<file path="src/rtl/can_errstat_flags.sv">
module can_errstat_flags #(
  parameter int REC_W    = 8,
  parameter int TEC_W    = 9,
  parameter int WARN_LIM = 96,
  parameter int ERR_LIM  = 127,
  parameter int BO_LIM   = 255
) (
  input  logic             clk,
  input  logic             rst_n,
  input  logic [REC_W-1:0] rx_err_cnt,
  input  logic [TEC_W-1:0] tx_err_cnt,
  input  logic             bus_off,
  input  logic             sleep_mode,
  input  logic             wake_en,
  input  logic             bus_activity,
  input  logic             init_req,
  input  logic             init_ack,
  input  logic             wr_en,
  input  logic [7:0]       wr_data,
  input  logic             wake_irq_en,
  input  logic             stat_irq_en,
  output logic [7:0]       rd_data,
  output logic             irq
);
  localparam logic [REC_W-1:0] RX_WARN = REC_W'(WARN_LIM);
  localparam logic [REC_W-1:0] RX_ERR  = REC_W'(ERR_LIM);
  localparam logic [TEC_W-1:0] TX_WARN = TEC_W'(WARN_LIM);
  localparam logic [TEC_W-1:0] TX_ERR  = TEC_W'(ERR_LIM);
  localparam logic [TEC_W-1:0] TX_BO   = TEC_W'(BO_LIM);

  logic [1:0] rx_live, tx_live, rx_rep, tx_rep;
  logic       wake_flag, stat_flag;

  always_comb begin
    if (bus_off)                 rx_live = 2'd3;
    else if (rx_err_cnt > RX_ERR)  rx_live = 2'd2;
    else if (rx_err_cnt > RX_WARN) rx_live = 2'd1;
    else                         rx_live = 2'd0;
  end

  always_comb begin
    if (bus_off || tx_err_cnt > TX_BO) tx_live = 2'd3;
    else if (tx_err_cnt > TX_ERR)      tx_live = 2'd2;
    else if (tx_err_cnt > TX_WARN)     tx_live = 2'd1;
    else                               tx_live = 2'd0;
  end

  wire in_init   = init_req & init_ack;
  wire clr_wake  = wr_en & wr_data[0];
  wire clr_stat  = wr_en & wr_data[1];
  wire wake_evt  = sleep_mode & wake_en & bus_activity;
  wire differs   = (rx_live != rx_rep) || (tx_live != tx_rep);
  wire may_latch = ~stat_flag | clr_stat;

  logic unused_wr;
  assign unused_wr = &{1'b0, wr_data[7:2]};

  always_ff @(posedge clk or negedge rst_n) begin
    if (!rst_n) begin
      wake_flag <= 1'b0;
      stat_flag <= 1'b0;
      rx_rep    <= 2'd0;
      tx_rep    <= 2'd0;
    end else if (in_init) begin
      wake_flag <= 1'b0;
      stat_flag <= 1'b0;
    end else begin
      wake_flag <= wake_evt | (wake_flag & ~clr_wake);
      if (may_latch && differs) begin
        rx_rep    <= rx_live;
        tx_rep    <= tx_live;
        stat_flag <= 1'b1;
      end else if (clr_stat) begin
        stat_flag <= 1'b0;
      end
    end
  end

  assign rd_data = {2'b00, tx_rep, rx_rep, stat_flag, wake_flag};
  assign irq     = (wake_flag & wake_irq_en) | (stat_flag & stat_irq_en);
endmodule


</file>
<file path="config.mk">
export PLATFORM = sky130hd
export DESIGN_NAME = can_errstat_flags
export DESIGN_NICKNAME = d
export VERILOG_FILES = /design/src/rtl/can_errstat_flags.sv
export SDC_FILE = /design/constraint.sdc
export NUM_CORES = 1
export LEC_CHECK = 0
export ABC_AREA = 1
export CAP_MARGIN = 20
export CORE_UTILIZATION = 28
export CTS_BUF_LIST = sky130_fd_sc_hd__clkbuf_8
export DETAILED_ROUTE_END_ITERATION = 6
export GPL_ROUTABILITY_DRIVEN = 1
export MAX_ROUTING_LAYER = met4
export PLACE_DENSITY = 0.86
export SLEW_MARGIN = 20
export SYNTH_ARGS = -nofsm -noshare
export SYNTH_HDL_FRONTEND = slang
export SYNTH_SLANG_ARGS = --single-unit
</file>
<file path="constraint.sdc">
create_clock -name clk -period 1 [get_ports clk]
set_input_delay 0.2 -clock clk [delete_from_list [all_inputs] [get_ports clk]]
set_output_delay 0.2 -clock clk [all_outputs]
set_load 0.005 [all_outputs]
</file>
==> results.py, run 1 <==
metrics = {
    "run_status": {
        "status": "finished, violations left",
        "violations": "DRC, setup timing",
    },
    "final_layout": {
        "nFillCells": 128,
        "final_nets": 163,
        "fin_cells": 141,
        "antenna_cells_inserted": 0,
        "synthToLayoutAreaGrowth_pct": 116.3,
        "drive_gt1_share_pct": 40.00,
        "utilization_pct": 67.01,
    },
    "critical_path": {
        "crit_fanout": 6,
        "critPathBufInv": 1,
        "crit_family": "simple AND/OR/NAND/NOR gates",
        "endpoint_kind": "flip-flop",
        "cp_slowest_cell": "dlygate4sd2_1",
        "cpPeakStageDelay_ns": 0.28,
        "worstSetupStartpointType": "primary input",
        "path_cells": "dlygate4sd2_1 > nor2_4 > nand2_2 > xor2_2 > nor2_2 > nand3_4 > o21a_1",
        "required_ns": 1.12,
        "critical_path_class": "in -> reg",
        "cp.arrival_ns": 1.34,
    },
    "placed_design": {
        "dp_slack_ns": -0.6447,
        "dp_cells": 129,
        "io_buffers": 36,
        "dpl.hpwl_mm": 1.168,
        "place.gp.congestion": 0.7508,
    },
    "sta": {
        "fmax_mhz": 819.2,
        "hold_viol_final": 0,
        "drv_slew": 0,
        "post-route-min-period_ns": 1.221,
        "period_share_pct": 122.1,
        "setup_violations": 9,
        "grt_setup_unrepaired": "true",
        "fin_skew_ns": 0.002912,
        "worst_slack_ns": -0.2207,
    },
    "floorplan": {
        "fp.dieH_um": 43.53,
        "floorplan.die_area_mm2": 0.001895,
        "io_pins": 45,
        "num_rows": 14,
        "start_util_pct": 30.98,
        "dieWidth_um": 43.53,
        "fp.coreArea_mm2": 0.001559,
    },
    "synthesis": {
        "ys_seq_area_share_pct": 31.09,
        "syn_avg_cell_area_um2": 6.708,
        "syn-instance-count": 72,
        "synth_warnings": 0,
        "ys_ff_latch": 6,
        "synth_cell_types": 18,
        "netlist_area_um2": 483.0,
    },
    "clock_network": {
        "htree_levels": 1,
        "clkSinkCount": 6,
        "clock_latency_ns": 0.23,
        "cts-root-buf": "clkbuf_8",
        "clockBufferDepth": 2,
        "cts_tree": "yes",
        "clk_pin_slew_ns": 0.04,
        "cts_made_buffers": 3,
    },
    "route": {
        "wirelength_mm": 1.565,
        "ant_nets": 0,
        "drtPass1Iterations": 6,
        "route.detailed.drc": 6,
        "first_iter_violations": 9,
        "avgRoutedWirePerCell_um": 11.10,
        "num_vias": 624,
        "vias_per_cell": 4.426,
    },
    "grt": {
        "grt_pass1_vias": 675,
        "grt_usage_pct": 19.48,
        "antenna_found_initial": 0,
        "grt_remaining_overflow": 0,
        "grt_max_degree": 7,
        "grt_pass1_wl_mm": 2.573,
    },
    "hold_path": {
        "holdCritPathClass": "in -> async",
    },
    "power": {
        "p_leak_nw": 0.5411,
        "powerDensity_mw_per_mm2": 1303,
        "peakVddDrop_uv": 898.6,
    },
    "job": {
        "drv_cap": 0,
    },
}
==> timing repair <==
| action | CTS | global route |
|---|---|---|
| pin swaps | 25 | 10 |
| setup buffers | 9 | 1 |
| endpoints found under the setup margin | 12 | 11 |
| endpoints found under the hold margin | 0 | 0 |
| hold buffers | 0 | 0 |
| gates resized for setup | 55 | 16 |
==> stage by stage <==
stage | hold WS [ns] | instance area [um2] | total power, mW | TNS, ns
CTS | 0.2229 | 1010 | 1.312 | -1.352
detailed placement | 0.4615 | 902.1 | 0.8443 | -4.218
floorplan | -0.09559 | 491.7 | 0.5512 | -0.2111
finish | 0.2130 | 1045 | 1.361 | -1.263
global placement | 0.4541 | 902.1 | 0.8279 | -3.808
global route | 0.2400 | 1045 | 1.458 | -1.669
==> power breakdown <==
part / leakage, nW / switching [mW] / internal [mW] / total, mW
combinational: 0.449 / 0.275 / 0.385 / 0.660
sequential: 0.0704 / 0.0379 / 0.295 / 0.333
clock: 0.0216 / 0.110 / 0.259 / 0.369
==> worst reg2reg max path, delay by kind of cell (launching register included) <==
family / cells / cell delay (ns)
xor+xnor: 1 / 0.14
compound gates: 1 / 0.19
buf+inv: 1 / 0.13
flops: 1 / 0.38
simple gates: 2 / 0.26
==> final cells by class <==
| type | instances | area [um2] | area share (%) |
|---|---|---|---|
| Clock buffer | 3 | 41.29 | 3.952 |
| Inverter | 10 | 37.54 | 3.593 |
| Multi-Input combinational cell | 53 | 329.1 | 31.50 |
| Timing Repair Buffer | 53 | 466.7 | 44.67 |
| Tap cell | 16 | 20.02 | 1.916 |
| Sequential cell | 6 | 150.1 | 14.37 |
==> path summary, 6_finish.rpt <==
| check | start | endpoint | slack, ns | cells after the start |
|---|---|---|---|---|
| worst min register to register | tx_rep[0]$_DFFE_PN0P_ | tx_rep[0]$_DFFE_PN0P_ | 0.60 | 3 |
| min in group clk | rx_err_cnt[7] | rx_rep[1]$_DFFE_PN0P_ | 0.50 | 5 |
| max in group asynchronous | rst_n | tx_rep[0]$_DFFE_PN0P_ | 0.57 | 1 |
| worst max-delay path | tx_err_cnt[8] | stat_flag$_DFFE_PN0P_ | -0.22 | 7 |
| worst min-delay path | rst_n | rx_rep[0]$_DFFE_PN0P_ | 0.21 | 1 |
| worst max register to register | tx_rep[1]$_DFFE_PN0P_ | stat_flag$_DFFE_PN0P_ | -0.21 | 5 |
==> registers in the layout (all words and copies together), names as in the netlist <==
register	flops
wake_flag	1
stat_flag	1
rx_rep	2
tx_rep	2
==> layout by cell type (no fill, tap or decap), drive strengths merged <==
master	count
nor2	9
buf	22
a21boi	1
a22o	1
nand2	27
xnor2	1
nand3	8
clkdlybuf4s50	10
nand3b	2
clkbuf	5
dlygate4sd2	19
xor2	1
inv	10
conb	2
dfrtp	6
o21a	1
==> cell usage after synthesis <==
cell type  instances  area, um2
dfrtp_1            6      150.1
nand3_4            1      17.52
nand2_1           24      90.09
nand3_1            7      35.03
o21a_1             1      7.510
conb_1             1      3.750
xnor2_1            1      8.760
nand2_2            2      12.51
nor2_2             2      12.51
a22o_1             1      8.760
xor2_1             1      8.760
nand3b_1           2      15.01
buf_4              4      30.03
inv_2              1      3.750
inv_1              9      33.78
nor2_1             7      26.28
a21boi_0           1      7.510
nand2_4            1      11.26
==> cell families (layout without fill, tap and decap cells) <==
family          count (synthesis)  after routing  synth area share (%)
compound gates                  3              3                 4.924
xor+xnor                        2              2                 3.628
buf+inv                        14             66                 13.99
flops                           6              6                 31.09
other cells                     1              2                0.7765
simple gates                   46             46                 45.60
==> metal layers <==
layer / up-vias / wire length [um] / share of wire (%) / track usage, %
met5: - / 0 / 0 / -
met4: 0 / 17 / 1.1 / 7.500
met3: 2 / 111 / 7.1 / 6.250
met2: 23 / 868 / 55 / 36.67
met1: 279 / 568 / 36 / 17.97
li1: 320 / - / - / -
Note: power is estimated with default switching activity, not from simulation.
==> run 2: changes to the inputs <==
--- a/config.mk
+++ b/config.mk
@@ -12,7 +12,7 @@
 export DETAILED_ROUTE_END_ITERATION = 6
 export GPL_ROUTABILITY_DRIVEN = 1
 export MAX_ROUTING_LAYER = met4
-export PLACE_DENSITY = 0.86
+export PLACE_DENSITY_LB_ADDON = 0.3
 export SLEW_MARGIN = 20
 export SYNTH_ARGS = -nofsm -noshare
 export SYNTH_HDL_FRONTEND = slang
==> constraint.sdc (replaced) <==
create_clock -name clk -period 0.99 [get_ports clk]
set_input_delay 0.198 -clock clk [delete_from_list [all_inputs] [get_ports clk]]
set_output_delay 0.198 -clock clk [all_outputs]
set_load 0.005 [all_outputs]
==> run 2 against run 1 <==
  * Routed wire length shrank 8.8%
  * Via count shrank 2.2%
  * Utilization shrank 2.4 points
  * Clock skew grew 0.0022 ns
  * Sequential power grew 1%
  * Cell area shrank 3.6%
  * Highest routed layer unchanged
  * Hold slack gained 0.017 ns
  * Non-clock buffer count shrank 2
  * The run still ends with DRC, setup timing left
==> results.py, run 2 (same netlist as run 1, synthesis figures left out) <==
metrics = {
    "run_status": {
        "status": "finished, violations left",
        "violations": "DRC, setup timing",
    },
    "critical_path": {
        "required_ns": 1.10,
        "critical_path_class": "reg -> reg",
        "worstSetupStartpointType": "flip-flop",
        "crit_fanout": 6,
        "cp.arrival_ns": 1.33,
        "r2r-end": "stat_flag$_DFFE_PN0P_",
        "endpoint_kind": "flip-flop",
        "rr_startpoint": "tx_rep[1]$_DFFE_PN0P_",
        "reg2reg_depth": 5,
        "cp_slowest_cell": "dfrtp_1",
        "cpPeakStageDelay_ns": 0.39,
        "path_cells": "buf_6 > xor2_2 > nor2_2 > nand3_4 > o21a_1",
        "ff2ff_setup_slack_ns": -0.23,
    },
    "route": {
        "ant_nets": 0,
        "vias_per_cell": 4.388,
        "num_vias": 610,
        "avgRoutedWirePerCell_um": 10.27,
        "route.detailed.drc": 6,
        "first_iter_violations": 12,
        "drtPass1Iterations": 6,
        "wirelength_mm": 1.428,
    },
    "grt": {
        "gr-usage-met3_pct": 4.167,
        "grt_pass1_wl_mm": 2.283,
        "grt_pass1_vias": 597,
        "grt_remaining_overflow": 0,
        "gr-usage-met2_pct": 29.39,
        "grt_usage_pct": 16.49,
        "gr-usage-met1_pct": 18.39,
        "antenna_found_initial": 0,
        "grt_max_degree": 7,
        "busiest_layer": "met2",
    },
    "clock_network": {
        "clockBufferDepth": 2,
        "cts_tree": "yes",
        "cts-root-buf": "clkbuf_8",
        "clk_pin_slew_ns": 0.04,
        "htree_levels": 1,
        "clock_latency_ns": 0.22,
        "hold_buffers": 0,
        "cts_made_buffers": 3,
        "clkSinkCount": 6,
    },
    "sta": {
        "drv_slew": 0,
        "period_share_pct": 123.6,
        "worst_slack_ns": -0.2339,
        "fin_hold_ws_ns": 0.2295,
        "grt_setup_unrepaired": "true",
        "setup_violations": 9,
        "post-route-min-period_ns": 1.224,
        "fin_skew_ns": 0.005152,
        "fmax_mhz": 817.0,
        "hold_viol_final": 0,
    },
    "final_layout": {
        "largestRegisters": "rx_rep x2, tx_rep x2",
        "fin_cells": 139,
        "drive_gt1_share_pct": 33.33,
        "final_common_cell": "nand2_1",
        "utilization_pct": 64.61,
        "antenna_cells_inserted": 0,
        "final_cell_mix": "19 x nand2_1, 18 x dlygate4sd2_1, 11 x buf_4",
        "synthToLayoutAreaGrowth_pct": 108.6,
        "final_nets": 161,
    },
    "placed_design": {
        "io_buffers": 36,
        "dpl.hpwl_mm": 1.095,
        "dp_cells": 129,
        "place.gp.congestion": 0.7494,
    },
    "power": {
        "peakVddDrop_uv": 1223,
        "power.switching_uw": 392.9,
        "swShare_pct": 29.96,
        "p_int_uw": 918.5,
        "combPwrFrac_pct": 46.8,
        "p_seq_share_pct": 25.7,
        "power_mw": 1.311,
        "powerDensity_mw_per_mm2": 1302,
        "clkPwrFrac_pct": 27.5,
        "p_leak_nw": 0.5298,
    },
    "floorplan": {
        "fp.coreArea_mm2": 0.001559,
        "dieWidth_um": 43.53,
        "io_pins": 45,
        "fp.dieH_um": 43.53,
        "floorplan.die_area_mm2": 0.001895,
        "num_rows": 14,
        "start_util_pct": 30.98,
    },
    "hold_path": {
        "holdCritPathClass": "in -> async",
    },
    "job": {
        "drv_cap": 0,
    },
}
-- run 2: changes by cell type in the layout (fill, tap and decap cells not counted) --
cell             change
inv_2                -1
clkdlybuf4s15_1      +1
nor2_4               -1
buf_6                -1
dlygate4sd2_1        -1
clkbuf_2             -1
inv_1                +1
nand2_2              -5
nor2_1               +1
nand2_1              +5
buf_4                -1
buf_2                +1
-- run 2: layout make-up --
| class | instances | area, um2 |
|---|---|---|
| fill | 143 | 551.8 |
| inverter | 10 | 37.54 |
| sequential | 6 | 150.1 |
| tap | 16 | 20.02 |
| multi-input combinational | 53 | 309.0 |
| clock buffer | 3 | 41.29 |
| timing repair buffer | 51 | 449.2 |
-- run 2: timing repair --
action | 4_1_cts | 5_1_grt
setup endpoints to repair | 12 | 10
buffers inserted | 6 | 1
gates resized for setup | 55 | 8
pin swaps | 23 | 10
-- run 2: metal layers --
layer	up-vias	routed length [um]
li1	316	-
met1	275	595
met2	17	743
met3	2	80
met4	0	9
met5	-	0
-- run 2: per-stage QoR --
stage	area [um2]	setup TNS (ns)	setup WS [ns]
finish	1007	-1.440	-0.2339
detailed placement	902.1	-4.135	-0.6108
global route	1007	-1.849	-0.2938
CTS	983.4	-1.272	-0.2290
global placement	902.1	-3.966	-0.5873
floorplan	491.7	-0.2611	-0.09275
-- run 2: worst max path at each step --
| stage | start | to |
|---|---|---|
| detailed placement | tx_err_cnt[8] | stat_flag$_DFFE_PN0P_ |
| floorplan | tx_rep[1]$_DFFE_PN0P_ | stat_flag$_DFFE_PN0P_ |
| CTS | rx_rep[1]$_DFFE_PN0P_ | stat_flag$_DFFE_PN0P_ |
| global placement | bus_off | stat_flag$_DFFE_PN0P_ |
| finish | tx_rep[1]$_DFFE_PN0P_ | stat_flag$_DFFE_PN0P_ |
| global route | rx_err_cnt[7] | stat_flag$_DFFE_PN0P_ |
-- run 2: power groups by stage --
stage | Combinational (mW) | Clock, mW | Sequential (mW)
global route | 0.665 | 0.389 | 0.347
finish | 0.614 | 0.361 | 0.337
detailed placement | 0.506 | 0 | 0.344
global placement | 0.497 | 0 | 0.343
CTS | 0.582 | 0.361 | 0.330
floorplan | 0.211 | 0 | 0.345
-- run 2: critical path, delay by kind of cell (launching register included) --
family          cells  cell delay [ns]
flops               1             0.39
simple gates        2             0.26
compound gates      1             0.19
xor+xnor            1             0.14
buf+inv             1             0.13
==> run 3: changes to the inputs <==
--- a/config.mk
+++ b/config.mk
@@ -7,9 +7,11 @@
 export LEC_CHECK = 0
 export ABC_AREA = 1
 export CAP_MARGIN = 20
-export CORE_UTILIZATION = 28
+export CORE_AREA = 2 2 39 41
 export CTS_BUF_LIST = sky130_fd_sc_hd__clkbuf_8
 export DETAILED_ROUTE_END_ITERATION = 6
+export DIE_AREA = 0 0 41 43
+export DONT_BUFFER_PORTS = 1
 export GPL_ROUTABILITY_DRIVEN = 1
 export MAX_ROUTING_LAYER = met4
 export PLACE_DENSITY_LB_ADDON = 0.3
==> run 3 against run 2 <==
  * The run ends with setup timing left
  * Critical endpoint is now irq
  * Clock-buffer cell count unchanged
  * Sequential share of layout area rose by 8.0 points
  * Cell area down 35%
  * Largest power group unchanged
  * Die area shrank 7.0%
  * Combinational power shrank 34%
  * Largest cell class is now multi-input gates
==> results.py, run 3 (same netlist as run 1, synthesis figures left out) <==
metrics = {
    "critical_path": {
        "cp.arrival_ns": 0.90,
        "cp_slowest_cell": "dfrtp_1",
        "path_cells": "buf_6 > a22o_1",
        "crit_fanout": 2,
        "critical_path_class": "reg -> out",
        "endpoint_kind": "output pin",
        "required_ns": 0.79,
        "worstSetupStartpointType": "flip-flop",
        "cpPeakStageDelay_ns": 0.38,
        "critPathBufInv": 1,
        "crit_family": "flip-flops",
    },
    "floorplan": {
        "fp.dieH_um": 43,
        "fp.coreArea_mm2": 0.001384,
        "io_pins": 45,
        "dieWidth_um": 41,
        "floorplan.die_area_mm2": 0.001763,
        "start_util_pct": 34.90,
        "num_rows": 14,
    },
    "clock_network": {
        "cts_tree": "yes",
        "cts_setup_buffers": 0,
        "clk_pin_slew_ns": 0.03,
        "clockBufferDepth": 2,
        "cts_made_buffers": 3,
        "clock_latency_ns": 0.22,
        "htree_levels": 1,
        "clkSinkCount": 6,
        "cts-root-buf": "clkbuf_8",
    },
    "grt": {
        "grt_remaining_overflow": 0,
        "gr-usage-met1_pct": 13.91,
        "busiest_layer": "met2",
        "antenna_found_initial": 0,
        "gr-usage-met3_pct": 1.571,
        "grt_usage_pct": 12.98,
        "grt_pass1_vias": 412,
        "gr-usage-met2_pct": 21.25,
        "grt_pass1_wl_mm": 1.504,
        "grt_max_degree": 7,
    },
    "power": {
        "peakVddDrop_uv": 761.7,
        "power_mw": 1.109,
        "p_leak_nw": 0.3415,
        "powerDensity_mw_per_mm2": 1694,
    },
    "hold_path": {
        "holdCritPathClass": "in -> reg",
    },
    "route": {
        "num_vias": 452,
        "route.detailed.drc": 0,
        "avgRoutedWirePerCell_um": 9.663,
        "drtPass1Iterations": 4,
        "wirelength_um": 976,
        "vias_per_cell": 4.475,
        "first_iter_violations": 6,
        "ant_nets": 0,
    },
    "final_layout": {
        "utilization_pct": 47.29,
        "antenna_cells_inserted": 0,
        "final_common_cell": "nand2_1",
        "largestRegisters": "rx_rep x2, tx_rep x2",
        "final_area_um2": 654.4,
        "fin_cells": 101,
        "final_nets": 123,
        "drive_gt1_share_pct": 30.59,
        "final_cell_mix": "21 x nand2_1, 9 x inv_1, 7 x nor2_1, 7 x buf_4",
        "synthToLayoutAreaGrowth_pct": 35.49,
    },
    "sta": {
        "fmax_mhz": 906.7,
        "setup_violations": 8,
        "tns_ns": -0.7008,
        "worst_slack_ns": -0.1129,
        "hold_viol_final": 0,
        "fin_skew_ns": 0.002398,
        "post-route-min-period_ns": 1.103,
        "period_share_pct": 111.4,
        "drv_slew": 0,
        "grt_setup_unrepaired": "true",
        "fin_hold_ws_ns": 0.1342,
    },
    "placed_design": {
        "dp_slack_ns": -0.1324,
        "dp_cells": 97,
        "placed_area_um2": 571.8,
        "dpl.hpwl_um": 773.9,
        "io_buffers": 0,
        "place.gp.congestion": 0.7077,
    },
    "job": {
        "drv_cap": 0,
    },
    "run_status": {
        "violations": "setup timing",
        "status": "finished, violations left",
    },
}
-- run 3: cell count changes in the layout (fill, tap and decap cells not counted), moves of 2 or more --
cell	change
nand2_2	-2
clkdlybuf4s50_1	-10
dlygate4sd2_1	-18
nand2_1	+2
buf_6	-2
buf_4	-4
buf_2	-3
-- run 3: final cells by class --
type / instances / area [um2]
inverters: 10 / 37.54
fillers: 145 / 729.5
repair buffers: 13 / 118.9
clock buffers: 3 / 41.29
well taps: 16 / 20.02
multi-input cells: 53 / 286.5
flip-flops and latches: 6 / 150.1
-- run 3: worst reg2reg max path, delay by kind of cell (launching register included) --
kind / cells / cell delay [ns]
AOI/OAI and AO/OA: 1 / 0.19
DFF: 1 / 0.41
and+or+nand+nor: 3 / 0.39
-- run 3: power breakdown --
part	total [mW]	internal (mW)	switching [mW]	leakage [nW]
clock network	0.358	0.260	0.0972	0.0216
logic	0.407	0.221	0.185	0.250
registers	0.344	0.298	0.0466	0.0704
-- run 3: worst paths after layout --
| kind | to | slack (ns) | from | cells past startpoint |
|---|---|---|---|---|
| setup / recovery | irq | -0.11 | stat_flag$_DFFE_PN0P_ | 2 |
| hold / removal | wake_flag$_DFF_PN0_ | 0.13 | wake_en | 2 |
| setup reg to reg | stat_flag$_DFFE_PN0P_ | -0.11 | tx_rep[0]$_DFFE_PN0P_ | 4 |
| hold reg to reg | rx_rep[0]$_DFFE_PN0P_ | 0.55 | rx_rep[0]$_DFFE_PN0P_ | 2 |
| max in group asynchronous | wake_flag$_DFF_PN0_ | 0.47 | rst_n | 1 |
| min in group asynchronous | rx_rep[1]$_DFFE_PN0P_ | 0.30 | rst_n | 1 |
-- run 3: per-layer routing --
layer | up-vias | part of all wire (%)
li1 | 244 | -
met1 | 193 | 39
met2 | 15 | 56
met3 | 0 | 5.1
met4 | 0 | 0
met5 | - | 0
-- run 3: repair_timing --
item,in CTS,in global routing
hold buffers,1,0
gates resized for setup,5,4
hold endpoints to repair,6,0
endpoints found under the setup margin,8,8
pin swaps,2,4
